`src/rtl/irq_factor_pkg.sv`:
```
`timescale 1ns/1ps
package irq_factor_pkg;
    localparam int NIB_W     = 4;
    localparam int TMR_NUM   = 3;
    localparam int PIN_NUM   = 4;
    localparam int PCW       = 12;
    localparam int ENTRY_LEN = 12;
    localparam int ADDR_W    = 8;
    localparam int VEC_W     = 3;

    localparam logic [ADDR_W-1:0] ADR_PIN_MASK = 8'hE8;
    localparam logic [ADDR_W-1:0] ADR_TMR_MASK = 8'hEB;
    localparam logic [ADDR_W-1:0] ADR_PIN_FLAG = 8'hED;
    localparam logic [ADDR_W-1:0] ADR_TMR_FLAG = 8'hEF;
    localparam logic [3:0]        VEC_PAGE     = 4'h1;

    typedef enum logic {SEQ_IDLE, SEQ_RUN} seq_state_t;

    // decoded bus access for one cycle
    typedef struct packed {
        logic wr_tmask;
        logic wr_pmask;
        logic rd_tflag;
        logic rd_pflag;
    } bus_dec_t;

    function automatic bus_dec_t decode_bus(input logic [ADDR_W-1:0] a,
                                            input logic wr, input logic rd);
        bus_dec_t d;
        d.wr_tmask = wr && (a == ADR_TMR_MASK);
        d.wr_pmask = wr && (a == ADR_PIN_MASK);
        d.rd_tflag = rd && (a == ADR_TMR_FLAG);
        d.rd_pflag = rd && (a == ADR_PIN_FLAG);
        return d;
    endfunction
endpackage

```
`src/rtl/irq_reg_bank.sv`:
```
`timescale 1ns/1ps
module irq_reg_bank
    import irq_factor_pkg::*;
#(
    parameter int TMR_N = TMR_NUM,
    parameter int PIN_N = PIN_NUM,
    parameter int NIB   = NIB_W
) (
    input  logic              clk,
    input  logic              rst,
    input  logic [ADDR_W-1:0] addr,
    input  logic              wr,
    input  logic              rd,
    input  logic [NIB-1:0]    wdata,
    output logic [NIB-1:0]    rdata,
    input  logic [TMR_N-1:0]  tmr_evt,
    input  logic [PIN_N-1:0]  pin_evt,
    output logic [TMR_N-1:0]  tmask,
    output logic [PIN_N-1:0]  pmask,
    output logic [TMR_N-1:0]  tflag,
    output logic              pflag
);
    bus_dec_t dec;
    logic     pin_hit;

    assign dec     = decode_bus(addr, wr, rd);
    assign pin_hit = |(pin_evt & pmask);

    always_ff @(posedge clk) begin
        if (rst) begin
            tmask <= '0;
            pmask <= '0;
            tflag <= '0;
            pflag <= 1'b0;
        end else begin
            if (dec.wr_tmask) tmask <= wdata[TMR_N-1:0];
            if (dec.wr_pmask) pmask <= wdata[PIN_N-1:0];
            // read-clear first, then this cycle's events win
            tflag <= (dec.rd_tflag ? '0 : tflag) | tmr_evt;
            pflag <= (dec.rd_pflag ? 1'b0 : pflag) | pin_hit;
        end
    end

    always_comb begin
        rdata = '0;
        case (addr)
            ADR_TMR_MASK: rdata = NIB'(tmask);
            ADR_PIN_MASK: rdata = NIB'(pmask);
            ADR_TMR_FLAG: rdata = NIB'(tflag);
            ADR_PIN_FLAG: rdata = NIB'(pflag);
            default:      rdata = '0;
        endcase
    end
endmodule

```
`src/rtl/irq_req_gen.sv`:
```
`timescale 1ns/1ps
module irq_req_gen
    import irq_factor_pkg::*;
#(
    parameter int TMR_N = TMR_NUM,
    parameter int PIN_N = PIN_NUM
) (
    input  logic [TMR_N-1:0] tmask,
    input  logic [PIN_N-1:0] pmask,
    input  logic [TMR_N-1:0] tflag,
    input  logic             pflag,
    output logic             irq_req,
    output logic [VEC_W-1:0] vec
);
    logic [TMR_N-1:0] tpend;
    logic             ppend;

    assign tpend   = tflag & tmask;
    assign ppend   = pflag & (|pmask);
    assign irq_req = (|tpend) | ppend;
    // group code: slowest timer high, other timers middle, pins low
    assign vec     = {tpend[TMR_N-1], |tpend[TMR_N-2:0], ppend};
endmodule

```
`src/rtl/irq_entry_seq.sv`:
```
`timescale 1ns/1ps
module irq_entry_seq
    import irq_factor_pkg::*;
#(
    parameter int PC_W      = PCW,
    parameter int NIB       = NIB_W,
    parameter int ENTRY_CYC = ENTRY_LEN,
    localparam int NIBS     = PC_W / NIB,
    localparam int IW       = $clog2(NIBS),
    localparam int CW       = $clog2(ENTRY_CYC),
    localparam int STEP_W   = PC_W - 4
) (
    input  logic             clk,
    input  logic             rst,
    input  logic             req,
    input  logic [VEC_W-1:0] vec,
    input  logic [PC_W-1:0]  pc_in,
    output logic             busy,
    output logic             stk_we,
    output logic [IW-1:0]    stk_idx,
    output logic [NIB-1:0]   stk_wdata,
    output logic             pc_ld,
    output logic [PC_W-1:0]  pc_ld_val
);
    seq_state_t       st;
    logic [CW-1:0]    cnt;
    logic [PC_W-1:0]  pc_q;
    logic [VEC_W-1:0] vec_q;
    logic [PC_W-1:0]  pc_sh;
    logic             last;

    assign last = (cnt == CW'(ENTRY_CYC - 1));

    always_ff @(posedge clk) begin
        if (rst) begin
            st    <= SEQ_IDLE;
            cnt   <= '0;
            pc_q  <= '0;
            vec_q <= '0;
        end else begin
            case (st)
                SEQ_IDLE: if (req) begin
                    st    <= SEQ_RUN;
                    cnt   <= '0;
                    pc_q  <= pc_in;
                    vec_q <= vec;
                end
                SEQ_RUN: begin
                    if (last) st <= SEQ_IDLE;
                    else      cnt <= cnt + 1'b1;
                end
                default: st <= SEQ_IDLE;
            endcase
        end
    end

    assign busy      = (st == SEQ_RUN);
    assign stk_we    = busy && (cnt < CW'(NIBS));
    assign stk_idx   = IW'(cnt);
    assign pc_sh     = pc_q >> (NIB * 32'(cnt));
    assign stk_wdata = pc_sh[NIB-1:0];
    assign pc_ld     = busy && last;
    assign pc_ld_val = {VEC_PAGE, STEP_W'(vec_q)};
endmodule

```
`src/rtl/irq_factor_ctrl.sv`:
```
`timescale 1ns/1ps
module irq_factor_ctrl
    import irq_factor_pkg::*;
#(
    parameter int TMR_N     = TMR_NUM,
    parameter int PIN_N     = PIN_NUM,
    parameter int NIB       = NIB_W,
    parameter int PC_W      = PCW,
    parameter int ENTRY_CYC = ENTRY_LEN
) (
    input  logic                         clk,
    input  logic                         rst,
    input  logic [ADDR_W-1:0]            reg_addr,
    input  logic                         reg_wr,
    input  logic                         reg_rd,
    input  logic [NIB-1:0]               reg_wdata,
    output logic [NIB-1:0]               reg_rdata,
    input  logic [TMR_N-1:0]             tmr_evt,
    input  logic [PIN_N-1:0]             pin_evt,
    input  logic [PC_W-1:0]              pc_in,
    output logic                         irq_req,
    output logic                         busy,
    output logic                         stk_we,
    output logic [$clog2(PC_W/NIB)-1:0]  stk_idx,
    output logic [NIB-1:0]               stk_wdata,
    output logic                         pc_ld,
    output logic [PC_W-1:0]              pc_ld_val
);
    logic [TMR_N-1:0] tmask, tflag;
    logic [PIN_N-1:0] pmask;
    logic             pflag;
    logic [VEC_W-1:0] vec;

    irq_reg_bank #(.TMR_N(TMR_N), .PIN_N(PIN_N), .NIB(NIB)) u_regs (
        .clk(clk), .rst(rst), .addr(reg_addr), .wr(reg_wr), .rd(reg_rd),
        .wdata(reg_wdata), .rdata(reg_rdata), .tmr_evt(tmr_evt),
        .pin_evt(pin_evt), .tmask(tmask), .pmask(pmask),
        .tflag(tflag), .pflag(pflag)
    );

    irq_req_gen #(.TMR_N(TMR_N), .PIN_N(PIN_N)) u_req (
        .tmask(tmask), .pmask(pmask), .tflag(tflag), .pflag(pflag),
        .irq_req(irq_req), .vec(vec)
    );

    irq_entry_seq #(.PC_W(PC_W), .NIB(NIB), .ENTRY_CYC(ENTRY_CYC)) u_seq (
        .clk(clk), .rst(rst), .req(irq_req), .vec(vec), .pc_in(pc_in),
        .busy(busy), .stk_we(stk_we), .stk_idx(stk_idx),
        .stk_wdata(stk_wdata), .pc_ld(pc_ld), .pc_ld_val(pc_ld_val)
    );
endmodule

```
`config.mk`:
```
export PLATFORM = sky130hd
export DESIGN_NAME = irq_factor_ctrl
export DESIGN_NICKNAME = d
export VERILOG_FILES = /design/src/rtl/irq_factor_pkg.sv /design/src/rtl/irq_reg_bank.sv /design/src/rtl/irq_req_gen.sv /design/src/rtl/irq_entry_seq.sv /design/src/rtl/irq_factor_ctrl.sv
export SDC_FILE = /design/constraint.sdc
export NUM_CORES = 1
export LEC_CHECK = 0
export ABC_AREA = 1
export CORE_MARGIN = 2
export CORE_UTILIZATION = 40
export CTS_CLUSTER_DIAMETER = 120
export DETAILED_ROUTE_END_ITERATION = 12
export GPL_TIMING_DRIVEN = 0
export PLACE_DENSITY = 0.77
export SYNTH_ARGS = -nofsm -noshare
export SYNTH_HDL_FRONTEND = slang
export SYNTH_SLANG_ARGS = --single-unit
```
`constraint.sdc`:
```
create_clock -name clk -period 1.5 [get_ports clk]
set_clock_uncertainty 0.2 [all_clocks]
set_input_delay 0.15 -clock clk [delete_from_list [all_inputs] [get_ports clk]]
set_output_delay 0.15 -clock clk [all_outputs]
set_load 0.005 [all_outputs]
```
==> reports/metrics.csv, run 1 <==
stage,metric,value,unit
status,outcome,"complete, but fails checks",
status,failing checks,setup timing,
flow_run,max-cap viol count,0,
power_and_ir_drop,clock power share,38.8,%
synthesis,sequential element share of the synthesized area,37.1,%
detailed_routing,router iterations before antenna repair,4,
power_and_ir_drop,switching part of the total,22.7,%
placed_design,input/output buffers,50,
power_and_ir_drop,sequential share of power,49.8,%
finish,final core occ,62.9,%
floorplanning,Starting Density,41.8,%
synthesis,post-synthesis mux area share,0,%
hold_path,WHS Path Cells,2,
critical_path,crit-path max FO,6,
finish,NumNets Final,359,
detailed_routing,Routed Antenna Nets,0,
synthesis,Synth Area in Adders,0.749,%
power_and_ir_drop,power density over cell area,668,nW/um2
critical_path,CP startpoint kind,flop,
placed_design,Final HPWL DP,2910,um
critical_path,reg2reg start,u_regs.pmask[1]$_SDFFE_PP0P_,
synthesis,Synth Area in Compound Gates,13.8,%
cts,clk root buf,clkbuf_8,
finish,Ant. Diodes,0,
critical_path,FF-to-FF End,u_seq.pc_q[6]$_SDFFE_PP0P_,
synthesis,XOR/XNOR share of the synthesized area,0.524,%
timing,worst-margin pin slew,0.514,ns
critical_path,R2R Setup Slk,0.07,ns
global_route,grt ovf,0,
placed_design,GPL Wtd Cong,0.855,
synthesis,main combinational cell family by area after synthesis,simple AND/OR/NAND/NOR gates,
floorplanning,Rows,23,
timing,Sum Neg Setup Slack,-0.398,ns
synthesis,Synth Area in Simple Gates,34.3,%
synthesis,"Cell Area, Synth",1670,um2
cts,clock slew at reported path FFs,0.07,ns
detailed_routing,wire length per cell,11.8,um
detailed_routing,vias per cell,4.72,
detailed_routing,number of remaining DRC errors,0,
hold_path,Worst Hold End,u_regs.tflag[1]$_SDFF_PP0_,
power_and_ir_drop,Psw,0.000381,W
cts,CTS sink cnt,31,
global_route,largest net degree at the start of global routing,11,
global_route,vias in the first global route,1580,
finish,fin area,2520,um2
floorplanning,Die X,68.6,um
synthesis,Synth Instances,241,
timing,final hold violation count,0,
finish,post-route insts no fill,373,
floorplanning,Die Area,4710,um2
floorplanning,Die Height,68.6,um
power_and_ir_drop,Pint,0.00130,W
cts,worst-skew pair later-pin latency,0.28,ns
synthesis,"area leader, netlist",dfxtp_1,
global_route,first-pass GRT wire length,6760,um
hold_path,critical hold path startpoint,rst,
detailed_routing,Routed WL,4380,um
timing,Setup WS post-layout,-0.101,ns
finish,fraction of layout cells with a size suffix above 1,31.6,%
detailed_routing,detailed-route via count,1761,
placed_design,Cells after DPL,348,
finish,area grow syn2layout,50.5,%
placed_design,Post-Place Cell Area,2260,um2
global_route,GR Util All Layers,18.9,%
critical_path,"Req. time, crit path",1.15,ns
timing,RSZ-0062 raised after global routing,yes,
critical_path,CP arrival,1.25,ns
power_and_ir_drop,Peak VDD IR,0.512,mV
critical_path,crit end category,primary output,
synthesis,"top cells by area, synth","dfxtp_1 37%, nor2_1 11%, nand2_1 9.7%",
cts,Max clock buf depth,2,
synthesis,Cell variety after synth,29,
critical_path,R2R depth,8,
timing,Fmax,625,MHz
hold_path,Hold Crit Class,primary input to flop,
timing,max-slew violation count,0,
detailed_routing,Iteration-0 DRC Markers,92,
synthesis,area share of the largest cell type after synthesis,37.1,%
cts,Num CTS Buffers,5,
power_and_ir_drop,Pleak,1.21,nW
critical_path,CP Class,flop to primary output,
power_and_ir_drop,Gate power share,11.4,%
timing,Final setup viols,6,
timing,fin crit period,1.60,ns
global_route,initial antenna violation count,0,
synthesis,Ys Warns,0,
floorplanning,I/O pin cnt,61,
timing,Final Cycle Share,107,%
cts,TritonCTS clock tree,done,
synthesis,Syn Area/Cell,6.94,um2
floorplanning,Core Area,4000,um2
synthesis,Seq cells post-synth,31,
timing,Slew HR,65.7,%
cts,H-tree depth,2,
==> registers in the layout, indices dropped and copies added (netlist names) <==
| signal | cells |
|---|---|
| u_regs.pflag | 1 |
| u_regs.pmask | 4 |
| u_regs.tflag | 3 |
| u_regs.tmask | 3 |
| u_seq.busy | 1 |
| u_seq.cnt | 4 |
| u_seq.pc_q | 12 |
| u_seq.vec_q | 3 |
==> cell usage in the layout, fill, tap and decap left out <==
master           Yosys  final
dfxtp_1             31     19
inv_2                1      4
dlygate4sd2_1        0      2
dlymetal6s2s_1       0      3
nor2_1              47     47
buf_4               11     26
nor2_4               1      2
nand3_4              1      1
clkdlybuf4s15_2      0      1
nor3_2               1      1
clkbuf_8             0      6
buf_8                0      1
clkdlybuf4s50_1      0     26
a22o_1               2      2
a21oi_1             21     20
conb_1               2      9
nand2_2              6      5
clkinv_2             1      2
xnor2_1              1      1
nand3_1             14     11
buf_2                2     13
nand2_4              0      4
o21ai_1              0      5
inv_4                0      1
buf_6                3      8
nand4_1              4      4
o211ai_1             3      3
dfxtp_2              0     12
nor3_4               1      2
nor2_8               1      1
inv_1               19     15
clkbuf_2             1      5
clkbuf_1             2      2
nand3_2              1      4
ha_2                 0      1
o21ai_0             17     12
a21oi_2              0      1
nor2_2               2      1
nand2_1             43     40
==> area by class of cell <==
class	count	area, um2
multi-input combinational	177	923
inverter	21	82.6
clock buffer	6	82.6
timing repair buffer	68	569
buffer	19	155
tap	50	62.6
clock inverter	1	5.00
sequential	31	636
fill	379	1480
==> metrics by stage <==
step | hold slack (ns) | setup slack, ns | power [W]
5_1_grt | 0.0449 | -0.152 | 0.00176
4_1_cts | 0.0191 | -0.115 | 0.00168
2_1_floorplan | 0.0840 | 0.171 | 0.000926
3_3_place_gp | 0.251 | -0.713 | 0.00103
6_report | 0.0193 | -0.101 | 0.00168
3_5_place_dp | 0.253 | -0.734 | 0.00103
==> worst max-delay path by stage <==
stage / start / endpoint
global route: u_seq.cnt[0]$_SDFFE_PP0P_ / stk_wdata[2]
floorplan: u_seq.cnt[0]$_SDFFE_PP0P_ / u_seq.cnt[0]$_SDFFE_PP0P_
detailed placement: reg_addr[3] / reg_rdata[0]
finish: u_seq.cnt[0]$_SDFFE_PP0P_ / stk_wdata[1]
global placement: reg_addr[3] / reg_rdata[2]
CTS: u_seq.cnt[0]$_SDFFE_PP0P_ / stk_wdata[0]
==> cells in the mapped netlist <==
master,n
nand3_2,1
inv_2,1
a21oi_1,21
ha_1,1
inv_1,19
nor3_1,1
nor3_2,1
o211ai_1,3
nand2_2,6
nand4_1,4
buf_4,11
nor2_8,1
nand3_1,14
a22o_1,2
nor2_4,1
clkinv_2,1
clkbuf_1,2
xnor2_1,1
nor2_2,2
dfxtp_1,31
nor2_1,47
nor3_4,1
nand3_4,1
nand2_1,43
buf_6,3
buf_2,2
clkbuf_2,1
conb_1,2
o21ai_0,17
==> critical path, stage by stage (launching register included) <==
cell and delay (ns):
dfxtp_2 0.36, buf_8 0.13, nor2_1 0.04, nor2_1 0.09
o21ai_1 0.07, a21oi_1 0.14, buf_2 0.14
==> power by group through the flow <==
stage	registers [W]	clock network [W]	logic [W]
2_1_floorplan	0.000852	0	0.0000735
3_3_place_gp	0.000854	0	0.000177
3_5_place_dp	0.000854	0	0.000179
4_1_cts	0.000836	0.000658	0.000190
5_1_grt	0.000836	0.000707	0.000212
6_report	0.000837	0.000652	0.000192
==> routing by layer <==
metal	track usage [%]	vias up	routed length, um
met2	31.3	56	2080
met3	3.08	5	220
met1	25.0	783	2040
li1	-	917	-
met4	6.25	0	42
met5	0	-	0
==> cells by family (layout without fill, tap and decap cells) <==
family,count (synthesis),after routing
flip-flops,31,31
AND/OR/NAND/NOR,123,123
buffers and inverters,40,115
AO/OA/AOI/OAI,43,43
adder cells (fa/ha/maj),1,1
other,2,9
XOR/XNOR,1,1
==> repair_timing <==
action,in CTS,in global routing
hold endpoints to repair,0,0
gates resized for setup,95,25
pin swaps,27,17
hold buffers,0,0
setup endpoints to repair,14,16
setup buffers,13,5
Note: power is estimated with default switching activity, not from simulation.
==> run 2: changes to the inputs <==
Settings changed: REMOVE_ABC_BUFFERS set to 1.
==> run 2 against run 1 <==
The run still ends with setup timing left; routed wire length is 1.8% higher; hold slack better by 0.13 ns; utilization rose by 0.38 points; clock power up 8.0%; first-iteration DRC count down 26%; combinational power decreased by 13%; count of clock-buffer cells in the layout up 2; fmax increased by 4.1%; flip-flop and latch count unchanged; non-clock buffer count decreased by 16; final cell count shrank 3.5%; die area unchanged; critical path type unchanged; critical endpoint is now stk_wdata[3].
==> reports/metrics.csv, run 2 (synthesized netlist as in run 1, its figures left out) <==
stage,metric,value,unit
finish,fraction of layout cells with a size suffix above 1,31.9,%
power_and_ir_drop,Psw,0.000370,W
timing,Final Cycle Share,103,%
detailed_routing,vias per cell,4.98,
placed_design,input/output buffers,51,
critical_path,R2R Setup Slk,0,ns
cts,clock slew at reported path FFs,0.06,ns
hold_path,WHS Path Cells,5,
placed_design,Cells after DPL,330,
critical_path,CP startpoint kind,flop,
hold_path,Hold Crit Class,primary input to flop,
global_route,grt ovf,0,
timing,worst-margin pin slew,0.589,ns
timing,fin crit period,1.54,ns
detailed_routing,Iteration-0 DRC Markers,68,
critical_path,CP arrival,1.19,ns
power_and_ir_drop,Pleak,1.17,nW
timing,Setup WS post-layout,-0.0381,ns
finish,Largest Register,u_seq.pc_q,
placed_design,"worst slack, placed",-0.725,ns
detailed_routing,number of remaining DRC errors,0,
finish,"most common cell after layout, fill and taps aside",nor2_1,
detailed_routing,router iterations before antenna repair,4,
detailed_routing,detailed-route via count,1793,
power_and_ir_drop,switching part of the total,21.7,%
global_route,initial antenna violation count,0,
power_and_ir_drop,clock power share,41.3,%
finish,largest registers,"u_seq.pc_q (12), u_regs.pmask (4), u_seq.cnt (4)",
floorplanning,Core Area,4000,um2
power_and_ir_drop,Peak VDD IR,0.579,mV
floorplanning,Die Height,68.6,um
finish,max FFs per register,12,
global_route,largest net degree at the start of global routing,22,
detailed_routing,Routed WL,4460,um
placed_design,Final HPWL DP,2830,um
critical_path,"Req. time, crit path",1.15,ns
global_route,vias in the first global route,1579,
global_route,first-pass GRT wire length,6640,um
cts,hold_buf cts,0,
critical_path,FF-to-FF End,u_seq.cnt[3]$_SDFFE_PP0P_,
power_and_ir_drop,sequential share of power,48.8,%
finish,NumNets Final,345,
cts,Max clock buf depth,2,
finish,Ant. Diodes,0,
status,outcome,"complete, but fails checks",
cts,TritonCTS clock tree,done,
cts,Num CTS Buffers,5,
finish,area grow syn2layout,51.4,%
timing,Slew HR,60.7,%
power_and_ir_drop,power density over cell area,674,nW/um2
floorplanning,Starting Density,41.8,%
timing,Fmax,650,MHz
cts,clk root buf,clkbuf_8,
critical_path,crit end category,primary output,
global_route,GR Util All Layers,18.4,%
cts,CTS sink cnt,31,
critical_path,reg2reg start,u_seq.cnt[0]$_SDFFE_PP0P_,
critical_path,CP Class,flop to primary output,
timing,RSZ-0062 raised after global routing,yes,
status,failing checks,setup timing,
hold_path,critical hold path startpoint,reg_addr[1],
finish,post-route insts no fill,360,
critical_path,crit-path max FO,4,
detailed_routing,Routed Antenna Nets,0,
floorplanning,I/O pin cnt,61,
placed_design,GPL Wtd Cong,0.817,
power_and_ir_drop,Gate power share,9.9,%
flow_run,max-cap viol count,0,
finish,most frequent cells in the layout,"41 x nor2_1, 35 x nand2_1, 26 x clkdlybuf4s50_1",
timing,final hold violation count,0,
timing,Final setup viols,7,
timing,max-slew violation count,0,
timing,WHS,0.147,ns
hold_path,Worst Hold End,u_regs.pflag$_SDFF_PP0_,
power_and_ir_drop,Pwr Total,0.00171,W
floorplanning,Die Area,4710,um2
cts,worst-skew pair later-pin latency,0.28,ns
power_and_ir_drop,Pint,0.00134,W
detailed_routing,wire length per cell,12.4,um
floorplanning,Die X,68.6,um
floorplanning,Rows,23,
cts,H-tree depth,2,
critical_path,R2R depth,6,
run 2: cell count changes in the layout (fill, tap and decap cells not counted), moves of 3 or more:
cell	before	now
buf_4	26	14
nor2_1	47	41
nand2_1	40	35
nor2_2	1	6
buf_2	13	10
buf_6	8	5
dfxtp_4	0	3
nand2_2	5	8
nand3_2	4	1
run 2: worst max path at each step:
| stage | from | to | cells after the start |
|---|---|---|---|
| 2_1_floorplan | u_seq.cnt[1]$_SDFFE_PP0P_ | u_seq.cnt[0]$_SDFFE_PP0P_ | 6 |
| 3_3_place_gp | reg_addr[6] | reg_rdata[2] | 8 |
| 3_5_place_dp | reg_addr[6] | reg_rdata[2] | 8 |
| 4_1_cts | u_seq.cnt[1]$_SDFFE_PP0P_ | stk_wdata[0] | 5 |
| 5_1_grt | u_seq.cnt[0]$_SDFFE_PP0P_ | stk_wdata[1] | 6 |
| 6_report | u_seq.cnt[0]$_SDFFE_PP0P_ | stk_wdata[3] | 6 |
run 2: layer usage:
layer	track usage (%)	vias to the layer above	routed length (um)
met3	3.90	8	251
li1	-	892	-
met5	0	-	0
met2	32.8	62	2280
met1	21.1	831	1860
met4	8.00	0	68
run 2: per-stage QoR:
step                      area (um2)  util (%)  TNS [ns]
final                           2530      63.3    -0.179
after global routing            2530      63.3    -0.757
after CTS                       2390      59.7    -0.227
after detailed placement        2130      53.3    -13.06
after global placement          2130      53.3    -13.71
after floorplan                 1560         -   -0.0571
run 2: power by group through the flow:
stage | combinational [W] | clock (W) | sequential [W]
after detailed placement | 0.000161 | 0 | 0.000855
after global placement | 0.000160 | 0 | 0.000855
after CTS | 0.000168 | 0.000711 | 0.000834
after floorplan | 0.0000493 | 0 | 0.000852
after global routing | 0.000186 | 0.000751 | 0.000833
final | 0.000168 | 0.000704 | 0.000833
run 2: area by class of cell:
cell class / instances / area, um2
clock buffers: 8 / 100
fillers: 349 / 1470
inverters: 21 / 88.8
multi-input cells: 179 / 1010
flip-flops and latches: 31 / 646
well taps: 50 / 62.6
repair buffers: 71 / 624
run 2: worst max-delay path, stage by stage (launching register included):
cell and delay, ns:
dfxtp_4 0.36, buf_6 0.12, nor2_2 0.03, nor2_1 0.09
o21ai_1 0.06, a21oi_1 0.12, buf_2 0.13
run 2: repair_timing:
action / in CTS / in global routing
endpoints found under the setup margin: 34 / 30
pin swaps: 26 / 22
setup buffers: 14 / 6
cloned: 0 / 2
resized for setup: 97 / 40
